`config.mk`:
```
export PLATFORM = sky130hd
export DESIGN_NAME = gain_ratio_cal
export DESIGN_NICKNAME = d
export VERILOG_FILES = /design/src/rtl/gcal_pkg.sv /design/src/rtl/gcal_scaler.sv /design/src/rtl/gcal_step.sv /design/src/rtl/gcal_bank.sv /design/src/rtl/gcal_settle.sv /design/src/rtl/gain_ratio_cal.sv
export SDC_FILE = /design/constraint.sdc
export NUM_CORES = 1
export LEC_CHECK = 0
export ABC_AREA = 1
export BUFFER_PORTS_ARGS = -buffer_cell sky130_fd_sc_hd__buf_2
export CAP_MARGIN = 40
export CORE_ASPECT_RATIO = 0.7
export CORE_MARGIN = 2
export CORE_UTILIZATION = 60
export CTS_BUF_LIST = sky130_fd_sc_hd__clkbuf_8
export DETAILED_ROUTE_END_ITERATION = 7
export PLACE_DENSITY = 0.84
export SLEW_MARGIN = 20
export SYNTH_ARGS = -nofsm -noshare
export SYNTH_HDL_FRONTEND = slang
export SYNTH_HIERARCHICAL = 1
export SYNTH_SLANG_ARGS = --single-unit
```
`constraint.sdc`:
```
create_clock -name clk -period 11.54 [get_ports clk]
set_input_delay 0.577 -clock clk [delete_from_list [all_inputs] [get_ports clk]]
set_output_delay 0.577 -clock clk [all_outputs]
set_load 0.02 [all_outputs]
```
`src/rtl/gcal_pkg.sv`:
```
package gcal_pkg;
   localparam int MU_W = 3;
   typedef enum logic {PATH_FIRST = 1'b0, PATH_SECOND = 1'b1} path_e;
endpackage

```
`src/rtl/gcal_scaler.sv`:
```
module gcal_scaler #(
   parameter int DW            = 12,
   parameter int AW            = 24,
   parameter int FRAC          = 20,
   parameter bit ROUND_NEAREST = 1'b0
) (
   input  logic signed [DW-1:0] x,
   input  logic signed [AW-1:0] r,
   output logic signed [DW-1:0] y
);
   localparam int PW = DW + AW;
   localparam logic signed [PW-1:0] YMAX = PW'((64'sd1 <<< (DW-1)) - 64'sd1);
   localparam logic signed [PW-1:0] YMIN = -YMAX - PW'(64'sd1);

   if (FRAC < 1 || FRAC >= AW) begin : g_bad_frac
      $error("gcal_scaler: FRAC out of range");
   end

   logic signed [PW-1:0] prod, biased, shifted;
   assign prod = x * r;

   if (ROUND_NEAREST) begin : g_round
      localparam logic signed [PW-1:0] HALF = PW'(64'sd1 <<< (FRAC-1));
      assign biased = prod + HALF;
   end else begin : g_trunc
      assign biased = prod;
   end

   assign shifted = biased >>> FRAC;

   always_comb begin
      if (shifted > YMAX)      y = YMAX[DW-1:0];
      else if (shifted < YMIN) y = YMIN[DW-1:0];
      else                     y = shifted[DW-1:0];
   end
endmodule

```
`src/rtl/gcal_step.sv`:
```
module gcal_step #(
   parameter int DW        = 12,
   parameter int FRAC      = 20,
   parameter int STEP_BASE = 12,
   parameter int MU_W      = 3,
   parameter int DELTA_W   = 34
) (
   input  logic                      clk,
   input  logic                      rst_n,
   input  logic signed [DW-1:0]      y,
   input  logic                      second,
   input  logic                      load,
   input  logic [MU_W-1:0]           mu,
   output logic signed [DELTA_W-1:0] delta
);
   if (DELTA_W < DW + 2 + FRAC) begin : g_bad_dw
      $error("gcal_step: DELTA_W too narrow");
   end
   if (STEP_BASE + (1 << MU_W) > DELTA_W) begin : g_bad_shift
      $error("gcal_step: shift range exceeds DELTA_W");
   end

   logic signed [DW:0]        y_ext, chop, held;
   logic signed [DW+1:0]      pair_sum;
   logic signed [DELTA_W-1:0] wide;
   logic [7:0]                shamt;

   assign y_ext    = {y[DW-1], y};
   assign chop     = second ? -y_ext : y_ext;
   assign pair_sum = {held[DW], held} + {chop[DW], chop};
   assign wide     = DELTA_W'(pair_sum) <<< FRAC;
   assign shamt    = 8'(STEP_BASE) + 8'(mu);
   assign delta    = wide >>> shamt;

   always_ff @(posedge clk or negedge rst_n) begin
      if (!rst_n)    held <= '0;
      else if (load) held <= chop;
   end
endmodule

```
`src/rtl/gcal_bank.sv`:
```
module gcal_bank #(
   parameter int NPAIR   = 2,
   parameter int AW      = 24,
   parameter int FRAC    = 20,
   parameter int DELTA_W = 34,
   localparam int SEL_W  = (NPAIR > 1) ? $clog2(NPAIR) : 1
) (
   input  logic                         clk,
   input  logic                         rst_n,
   input  logic                         upd,
   input  logic [SEL_W-1:0]             sel,
   input  logic signed [DELTA_W-1:0]    delta,
   output logic [NPAIR-1:0][AW-1:0]     bank_q,
   output logic signed [AW-1:0]         ratio
);
   localparam int SUM_W = DELTA_W + 1;
   localparam logic signed [SUM_W-1:0] RMAX = SUM_W'((64'sd1 <<< (AW-1)) - 64'sd1);
   localparam logic signed [SUM_W-1:0] RMIN = -RMAX - SUM_W'(64'sd1);
   localparam logic [AW-1:0]           ONE  = AW'(64'd1 << FRAC);

   if (DELTA_W < AW) begin : g_bad_w
      $error("gcal_bank: DELTA_W must cover AW");
   end

   for (genvar g = 0; g < NPAIR; g++) begin : g_pair
      logic signed [SUM_W-1:0] sum;
      logic [AW-1:0]           next;
      assign sum = SUM_W'($signed(bank_q[g])) + SUM_W'(delta);
      always_comb begin
         if (sum > RMAX)      next = RMAX[AW-1:0];
         else if (sum < RMIN) next = RMIN[AW-1:0];
         else                 next = sum[AW-1:0];
      end
      always_ff @(posedge clk or negedge rst_n) begin
         if (!rst_n)                           bank_q[g] <= ONE;
         else if (upd && sel == SEL_W'(g))     bank_q[g] <= next;
      end
   end

   assign ratio = $signed(bank_q[sel]);
endmodule

```
`src/rtl/gcal_settle.sv`:
```
module gcal_settle #(
   parameter int LEN     = 1024,
   parameter int DELTA_W = 34,
   parameter int THR_W   = 16,
   parameter int SEL_W   = 1,
   localparam int CW     = $clog2(LEN + 1)
) (
   input  logic                      clk,
   input  logic                      rst_n,
   input  logic                      upd,
   input  logic [SEL_W-1:0]          sel,
   input  logic signed [DELTA_W-1:0] delta,
   input  logic [THR_W-1:0]          thresh,
   output logic                      converged
);
   if (THR_W >= DELTA_W || LEN < 1) begin : g_bad_cfg
      $error("gcal_settle: bad threshold width or length");
   end

   logic [DELTA_W-1:0] mag;
   logic               quiet;
   logic [CW-1:0]      cnt;
   logic [SEL_W-1:0]   last_sel;

   assign mag       = delta[DELTA_W-1] ? DELTA_W'(-delta) : DELTA_W'(delta);
   assign quiet     = mag < {{(DELTA_W-THR_W){1'b0}}, thresh};
   assign converged = (cnt == CW'(LEN));

   always_ff @(posedge clk or negedge rst_n) begin
      if (!rst_n) begin
         cnt      <= '0;
         last_sel <= '0;
      end else if (upd) begin
         last_sel <= sel;
         if (sel != last_sel || !quiet) cnt <= '0;
         else if (cnt != CW'(LEN))      cnt <= cnt + CW'(1);
      end
   end
endmodule

```
`src/rtl/gain_ratio_cal.sv`:
```
module gain_ratio_cal
   import gcal_pkg::*;
#(
   parameter int DW            = 12,
   parameter int AW            = 24,
   parameter int FRAC          = 20,
   parameter int STEP_BASE     = 12,
   parameter int THR_W         = 16,
   parameter int SETTLE_LEN    = 1024,
   parameter bit ROUND_NEAREST = 1'b0
) (
   input  logic                 clk,
   input  logic                 rst_n,
   input  logic                 in_valid,
   input  logic signed [DW-1:0] in_sample,
   input  logic                 in_path,
   input  logic                 pair_sel,
   input  logic                 cal_en,
   input  logic [MU_W-1:0]      mu_sel,
   input  logic [THR_W-1:0]     conv_thresh,
   output logic                 out_valid,
   output logic signed [DW-1:0] out_sample,
   output logic signed [AW-1:0] ratio_est,
   output logic                 converged
);
   localparam int NPAIR   = 2;
   localparam int DELTA_W = DW + 2 + FRAC;

   if (DW < 2 || AW < FRAC + 2) begin : g_bad_top
      $error("gain_ratio_cal: width parameters inconsistent");
   end

   logic signed [DW-1:0]      scaled, corrected;
   logic signed [DELTA_W-1:0] step_delta;
   logic [NPAIR-1:0][AW-1:0]  bank_q;
   logic                      upd, load;
   path_e                     path;

   assign path      = path_e'(in_path);
   assign upd       = in_valid && cal_en && (path == PATH_SECOND);
   assign load      = in_valid && cal_en && (path == PATH_FIRST);
   assign corrected = (path == PATH_SECOND) ? scaled : in_sample;

   gcal_scaler #(.DW(DW), .AW(AW), .FRAC(FRAC), .ROUND_NEAREST(ROUND_NEAREST)) u_scaler (
      .x(in_sample), .r(ratio_est), .y(scaled));

   gcal_step #(.DW(DW), .FRAC(FRAC), .STEP_BASE(STEP_BASE), .MU_W(MU_W), .DELTA_W(DELTA_W)) u_step (
      .clk(clk), .rst_n(rst_n), .y(corrected), .second(in_path), .load(load),
      .mu(mu_sel), .delta(step_delta));

   gcal_bank #(.NPAIR(NPAIR), .AW(AW), .FRAC(FRAC), .DELTA_W(DELTA_W)) u_bank (
      .clk(clk), .rst_n(rst_n), .upd(upd), .sel(pair_sel), .delta(step_delta),
      .bank_q(bank_q), .ratio(ratio_est));

   gcal_settle #(.LEN(SETTLE_LEN), .DELTA_W(DELTA_W), .THR_W(THR_W), .SEL_W(1)) u_settle (
      .clk(clk), .rst_n(rst_n), .upd(upd), .sel(pair_sel), .delta(step_delta),
      .thresh(conv_thresh), .converged(converged));

   always_ff @(posedge clk or negedge rst_n) begin
      if (!rst_n) begin
         out_valid  <= 1'b0;
         out_sample <= '0;
      end else begin
         out_valid <= in_valid;
         if (in_valid) out_sample <= corrected;
      end
   end
endmodule

```
; ---- Word level (Yosys, flattened, before mapping)
; Cells that the tools add are included.
[word_totals]
output_inout_bits = 38
reg_bits = 86
inputBits = 37
[op_classes]
bitwise_logic = 2
multipliers = 1
muxes = 13
order_cmp = 8
eq_ne = 3
shifts = 1
n_reduce_logical = 9
add_sub_neg = 7
[op_table]
columns = op, n
row1 = 24-bit 2-to-1 mux, 6
row2 = 24-bit by 34-bit adder with 35-bit output, 2
row3 = "35-bit by 24-bit > comparator with 1-bit output, second input constant", 2
row4 = "35-bit by 24-bit less-than comparator with 1-bit output, second input constant", 2
row5 = 12-bit by 24-bit multiplier with 36-bit output, 1
row6 = 12-bit 2-to-1 mux, 3
row7 = 34-bit by 16-bit less-than comparator with 1-bit output, 1
row8 = 34-bit 2-to-1 mux, 1
row9 = 34-bit negation, 1
row10 = 34-bit by 5-bit >>> shifter with 34-bit output, 1
row11 = 11-bit 2-to-1 mux, 2
row12 = "16-bit by 12-bit > comparator with 1-bit output, second input constant", 1
row13 = "16-bit by 12-bit less-than comparator with 1-bit output, second input constant", 1
row14 = 13-bit by 13-bit adder with 14-bit output, 1
row15 = 13-bit 2-to-1 mux, 1
row16 = 12-bit negation with 13-bit output, 1
row17 = "11-bit by 1-bit adder with 11-bit output, second input constant", 1
row18 = "11-bit == test, second input constant", 1
row19 = "11-bit inequality test, second input constant", 1
row20 = "4-bit by 3-bit adder with 5-bit output, first input constant", 1
row21 = 1-bit logical AND, 5
row22 = "1-bit by 2-bit less-than comparator with 1-bit output, second input constant", 1
row23 = 1-bit NOT, 2
row24 = 2-bit AND reduction, 1
row25 = other kinds (4), 4

; ---- Logic depth before layout (Yosys ltp)
[depth]
word_depth = 18
ltp_mapped = 77
depth_no_buf = 72

; ---- By module
; The synthesis kept the hierarchy.
[by_module_without_submodules]
columns = module, cells_per_inst, area_each_um2, n_inst, seq_area_each_um2
row1 = gcal_scaler, 1441, 10451.3, 1, 0.0
row2 = gcal_bank, 1427, 8090.3, 1, 1203.7
row3 = gcal_settle, 431, 2403.6, 1, 300.3
row4 = gcal_step, 386, 2177.1, 1, 325.3
row5 = gain_ratio_cal, 118, 785.8, 1, 325.3

; ---- Worst setup path before layout
; No wires, ideal clock.
[synth_path]
path_type = input port to flip-flop
from = input port pair_sel
to = register u_bank/bank_q[10] (netlist bit)
slack_ps = 1254
setup_ps = 121
arrival_ps = 10165
n_path_buf = 5
cell_stages = 66
t_required_ps = 11419
path_cell_list = clkbuf_1 inv_1 clkbuf_1 nand2_1 nand2_1 clkbuf_1 nor2_1 fa_1 inv_1 fa_1 inv_1 fa_1 fa_1 inv_1 fa_1 inv_1 ha_1 a21oi_1 (+30 left out) nand3_1 nand2_1 nand2_1 nand2_1 ha_1 nand2_2 inv_1 a21oi_1 nand2_1 a21oi_1 nand3_1 nand2_1 nand2_1 nor2_1 nand3_1 a21oi_4 buf_6 a21oi_2
[synth_between]
elab_chain_cells = 15
[synth_rtl]
columns = item, line_no
row1 = from (decl), gain_ratio_cal.sv:17  ; input logic pair_sel,
row2 = 24-bit 2-to-1 mux (not written as such) (*) (2 in series), gcal_bank.sv:40  ; assign ratio = $signed(bank_q[sel]);
row3 = net ratio_est[18], gain_ratio_cal.sv:23  ; output logic signed [AW-1:0] ratio_est,
row4 = 12-bit by 24-bit multiplier with 36-bit output (*), gcal_scaler.sv:20  ; assign prod = x * r;
row5 = 16-bit by 12-bit less-than comparator with 1-bit output, gcal_scaler.sv:33  ; else if (shifted < YMIN) y = YMIN[DW-1:0];
row6 = 12-bit 2-to-1 mux, gcal_scaler.sv:33
row7 = 12-bit 2-to-1 mux (*), gcal_scaler.sv:32  ; if (shifted > YMAX) y = YMAX[DW-1:0];
row8 = net scaled[1], gain_ratio_cal.sv:33  ; logic signed [DW-1:0] scaled, corrected;
row9 = 12-bit 2-to-1 mux (*), gain_ratio_cal.sv:42  ; assign corrected = (path == PATH_SECOND) ? scaled : in_sample;
row10 = net corrected[1], gain_ratio_cal.sv:33
row11 = (+2 left out), --
row12 = net u_step.chop[10], gcal_step.sv:23  ; logic signed [DW:0] y_ext, chop, held;
row13 = 13-bit by 13-bit adder with 14-bit output (*), gcal_step.sv:30  ; assign pair_sum = {held[DW], held} + {chop[DW], chop};
row14 = 34-bit by 5-bit >>> shifter with 34-bit output (*), gcal_step.sv:33  ; assign delta = wide >>> shamt;
row15 = net step_delta[19], gain_ratio_cal.sv:34  ; logic signed [DELTA_W-1:0] step_delta;
row16 = 24-bit by 34-bit adder with 35-bit output (*), gcal_bank.sv:28  ; assign sum = SUM_W'($signed(bank_q[g])) + SUM_W'(delta);
row17 = 35-bit by 24-bit less-than comparator with 1-bit output, gcal_bank.sv:31  ; else if (sum < RMIN) next = RMIN[AW-1:0];
row18 = 24-bit 2-to-1 mux, gcal_bank.sv:31
row19 = 24-bit 2-to-1 mux (*), gcal_bank.sv:30  ; if (sum > RMAX) next = RMAX[AW-1:0];
row20 = "to (signal, indexed assignment)", gcal_bank.sv:36  ; else if (upd && sel == SEL_W'(g)) bank_q[g] <= next;
row21 = to (decl), gcal_bank.sv:13  ; output logic [NPAIR-1:0][AW-1:0] bank_q,
; The timed path passes the listed nets; every way through them passes the cells marked *. The select of a mux whose other input is x is not followed.
; A chain may end at the register's enable or synchronous reset.

; ---- Final worst setup path
[layout_path]
from = input port pair_sel
to = register u_bank/bank_q[24] (netlist bit)
[layout_between]
elab_chain_cells = 15
[layout_rtl]
columns = item, line_no
row1 = 24-bit 2-to-1 mux (not written as such) (*) (2 in series), gcal_bank.sv:40
row2 = 12-bit by 24-bit multiplier with 36-bit output (*), gcal_scaler.sv:20
row3 = 16-bit by 12-bit less-than comparator with 1-bit output, gcal_scaler.sv:33
row4 = 12-bit 2-to-1 mux, gcal_scaler.sv:33
row5 = 12-bit 2-to-1 mux (*), gcal_scaler.sv:32
row6 = net scaled[1], gain_ratio_cal.sv:33
row7 = 12-bit 2-to-1 mux (*), gain_ratio_cal.sv:42
row8 = net corrected[1], gain_ratio_cal.sv:33
row9 = (+2 left out), --
row10 = net u_step.chop[6], gcal_step.sv:23
row11 = 13-bit by 13-bit adder with 14-bit output (*), gcal_step.sv:30
row12 = 34-bit by 5-bit >>> shifter with 34-bit output (*), gcal_step.sv:33
row13 = net step_delta[8], gain_ratio_cal.sv:34
row14 = 24-bit by 34-bit adder with 35-bit output (*), gcal_bank.sv:28
row15 = 35-bit by 24-bit less-than comparator with 1-bit output, gcal_bank.sv:31
row16 = 24-bit 2-to-1 mux, gcal_bank.sv:31
row17 = 24-bit 2-to-1 mux (*), gcal_bank.sv:30
; Marks and branches as above.

==> results.json <==
{
  "insertion_delay_ns": 0.41,
  "max_stage_delay_ns": 0.57,
  "antenna_found_initial": 1,
  "drt-pass1-iter-count": 6,
  "postSynthNetCount": 4271,
  "hp-class": "in -> async",
  "final_nets": 4374,
  "hold_violations": 0,
  "clock-skew-final_ns": 0.0225,
  "area.growth.synth_to_final_pct": 9.31,
  "worst_setup_path_end_kind": "register",
  "fmax_mhz": 91.5,
  "post-route-drc-count": 0,
  "worstPathRequired_ns": 11.82,
  "synth.yosys.seq_area_share_pct": 9.01,
  "filler_cell_count": 3662,
  "dpl.hpwl_um": 62000,
  "tritoncts.num_buffers": 9,
  "max-slew-margin-rel_pct": 48.2,
  "floorplan.die.width_um": 243,
  "synthDistinctLibCells": 55,
  "route.detailed.vias_per_inst": 5.50,
  "critical_path.top_delay_family": "simple AND/OR/NAND/NOR gates",
  "sequential_cell_area_um2": 2160,
  "dieArea_um2": 41500,
  "drv_slew": 0,
  "tritoncts_clock_tree": "built",
  "ys.flop_type": "sky130_fd_sc_hd__dfrtp_1",
  "setup_viol_count_final": 0,
  "grt_pass1_vias": 22861,
  "die-height_um": 171,
  "synth-async-reset-ratio_pct": 100,
  "routedWlPerCell_um": 17.2,
  "timing_worst_setup_path_type": "in -> reg",
  "n_antenna_cell": 0,
  "grt_start_max_net_pins": 57,
  "layout-drive-gt1-share_pct": 11.6,
  "initial_utilization_pct": 60.5,
  "crit_path_start_kind": "input pin",
  "first_iter_violations": 2838,
  "wire_length_of_the_first_global_routing_pass_um": 120000,
  "worst_pin_slew_ns": 0.776,
  "fin_util_pct": 66.1,
  "clock_root_buffer": "sky130_fd_sc_hd__clkbuf_8",
  "maxCapViolations": 0,
  "core_area_um2": 39500,
  "timing.critical_path.fanout_max": 22,
  "syn-mean-instance-area_um2": 6.29,
  "min_period_over_period_pct": 94.7,
  "clk_pin_slew_ns": 0.11,
  "fin_crit_ns": 10.93,
  "crit_arrival_ns": 11.22,
  "critical_path_cell_with_the_highest_stage_delay": "sky130_fd_sc_hd__fa_1",
  "yosys_register_bits": 86,
  "route.final.wire_length_um": 76200,
  "critPathBufInv": 14,
  "run_status": "completed",
  "syn-cell-area_um2": 23900,
  "grt.total_usage_pct": 36.6,
  "ant_nets": 0,
  "synthesis.yosys.warnings": 6,
  "clock_path_buffers": 2,
  "overflow": 0,
  "floorplan.io_pins": 75,
  "netlist_instances": 3803,
  "cts_hold_buffers": 0,
  "routed-via-count": 24461,
  "num_rows": 61,
  "synth-edff-count": 0,
  "multi_input_area_um2": 18800,
  "cp_common_cell": "sky130_fd_sc_hd__nand2_1",
  "cts.htree.levels": 3,
  "gp_congestion": 1.06,
  "summed_negative_setup_slack_over_all_endpoints_ns": 0,
  "numPortBuffers": 74,
  "cts_sinks": 86
}
## cell families (layout without fill, tap and decap cells)
family / Yosys count / after routing / synth area share, %
AOI/OAI and AO/OA: 208 / 208 / 5.47
muxes: 1 / 1 / 0.0471
DFF: 86 / 86 / 9.01
buffers and inverters: 906 / 1008 / 14.7
other: 1 / 1 / 0.0157
and+or+nand+nor: 2072 / 2077 / 36.3
adders and majority gates: 431 / 431 / 30.7
xor gates and xnor gates: 98 / 98 / 3.70
## registers in the layout (all words and copies together) (netlist names)
register	cells
u_step/held	13
u_bank/bank_q	48
out_sample	12
out_valid	1
u_settle/last_sel	1
u_settle/cnt	11
## cell usage in the layout, fill, tap and decap left out, types with 12 or more instances in the layout
cell type	netlist	layout
sky130_fd_sc_hd__nand2_1	1380	1346
sky130_fd_sc_hd__inv_1	797	797
sky130_fd_sc_hd__nor2_1	271	261
sky130_fd_sc_hd__fa_1	259	257
sky130_fd_sc_hd__nand3_1	223	219
sky130_fd_sc_hd__ha_1	172	150
sky130_fd_sc_hd__buf_4	5	92
sky130_fd_sc_hd__dfrtp_1	84	83
sky130_fd_sc_hd__a21oi_1	88	79
sky130_fd_sc_hd__buf_2	11	73
sky130_fd_sc_hd__xor2_1	69	69
sky130_fd_sc_hd__nand2_2	46	68
sky130_fd_sc_hd__a21oi_2	43	51
sky130_fd_sc_hd__o21ai_0	37	35
sky130_fd_sc_hd__nor2_2	25	31
sky130_fd_sc_hd__nand4_1	31	31
sky130_fd_sc_hd__xnor2_1	27	27
sky130_fd_sc_hd__nor3_1	26	25
sky130_fd_sc_hd__nand2_4	5	22
sky130_fd_sc_hd__and2_1	15	15
sky130_fd_sc_hd__inv_2	13	13
sky130_fd_sc_hd__o21bai_1	13	13
sky130_fd_sc_hd__nand3_2	11	13
sky130_fd_sc_hd__nor2_4	9	13
sky130_fd_sc_hd__ha_4	0	12
## final cells by class
cell class	instances	share of cell area [%]
clock buffer	10	0.527
clock inverter	5	0.254
inverter	813	11.7
multi-input combinational	2816	71.8
sequential	86	8.25
tap	535	2.56
timing repair buffer	180	4.97
## path summary, 6_finish.rpt
check                                       start           endpoint  slack (ns)  cells after the start
worst min register to register      out_sample[5]      out_sample[5]        0.49                      2
min in group clk                         in_valid          out_valid        0.45                      1
worst min-delay path                        rst_n    u_settle/cnt[3]        0.06                      1
max in group asynchronous                   rst_n  u_bank/bank_q[44]       10.56                      3
worst max register to register  u_bank/bank_q[27]  u_bank/bank_q[24]        0.65                     66
worst max-delay path                     pair_sel  u_bank/bank_q[24]        0.61                     66
## cells in the mapped netlist (5+ instances only)
| library cell | n | area, um2 |
|---|---|---|
| sky130_fd_sc_hd__a21oi_1 | 88 | 440 |
| sky130_fd_sc_hd__a21oi_2 | 43 | 377 |
| sky130_fd_sc_hd__a31oi_1 | 7 | 43.8 |
| sky130_fd_sc_hd__and2_1 | 15 | 93.8 |
| sky130_fd_sc_hd__buf_2 | 11 | 55.1 |
| sky130_fd_sc_hd__buf_4 | 5 | 37.5 |
| sky130_fd_sc_hd__buf_6 | 10 | 113 |
| sky130_fd_sc_hd__clkbuf_1 | 64 | 240 |
| sky130_fd_sc_hd__dfrtp_1 | 84 | 2100 |
| sky130_fd_sc_hd__fa_1 | 259 | 5180 |
| sky130_fd_sc_hd__ha_1 | 172 | 2150 |
| sky130_fd_sc_hd__inv_1 | 797 | 2990 |
| sky130_fd_sc_hd__inv_2 | 13 | 48.8 |
| sky130_fd_sc_hd__nand2_1 | 1380 | 5180 |
| sky130_fd_sc_hd__nand2_2 | 46 | 288 |
| sky130_fd_sc_hd__nand2_4 | 5 | 56.3 |
| sky130_fd_sc_hd__nand3_1 | 223 | 1120 |
| sky130_fd_sc_hd__nand3_2 | 11 | 110 |
| sky130_fd_sc_hd__nand3b_1 | 10 | 75.1 |
| sky130_fd_sc_hd__nand4_1 | 31 | 194 |
| sky130_fd_sc_hd__nor2_1 | 271 | 1020 |
| sky130_fd_sc_hd__nor2_2 | 25 | 156 |
| sky130_fd_sc_hd__nor2_4 | 9 | 101 |
| sky130_fd_sc_hd__nor3_1 | 26 | 130 |
| sky130_fd_sc_hd__o21ai_0 | 37 | 185 |
| sky130_fd_sc_hd__o21bai_1 | 13 | 97.6 |
| sky130_fd_sc_hd__xnor2_1 | 27 | 236 |
| sky130_fd_sc_hd__xor2_1 | 69 | 604 |
## metal layers
layer	share of wire, %	track usage [%]	vias up	wire, um
met4	2.6	9.15	0	1990
met2	39	51.5	1433	30000
met5	0	0	-	0
met3	14	11.0	108	10900
met1	44	54.5	11355	33400
li1	-	-	11565	-
## metrics by stage
| step | instance area (um2) | instances | hold WS [ns] | setup slack (ns) |
|---|---|---|---|---|
| 2_1_floorplan | 23900 | 3803 | 0.281 | 1.25 |
| 3_3_place_gp | 25200 | 4412 | 0.462 | 0.0152 |
| 3_5_place_dp | 25300 | 4414 | 0.467 | -0.0439 |
| 4_1_cts | 25500 | 4429 | 0.0496 | 0.184 |
| 5_1_grt | 26100 | 4445 | 0.0572 | -0.0883 |
| 6_report | 26100 | 4445 | 0.0596 | 0.606 |
## repair_timing
item	in CTS	in global routing
buffers inserted	0	9
endpoints found under the setup margin	0	59
resized for setup	0	126
Power is left out: the tool's default activity adds up to more than one toggle a clock period on the data nets, which glitch-free logic cannot reach.
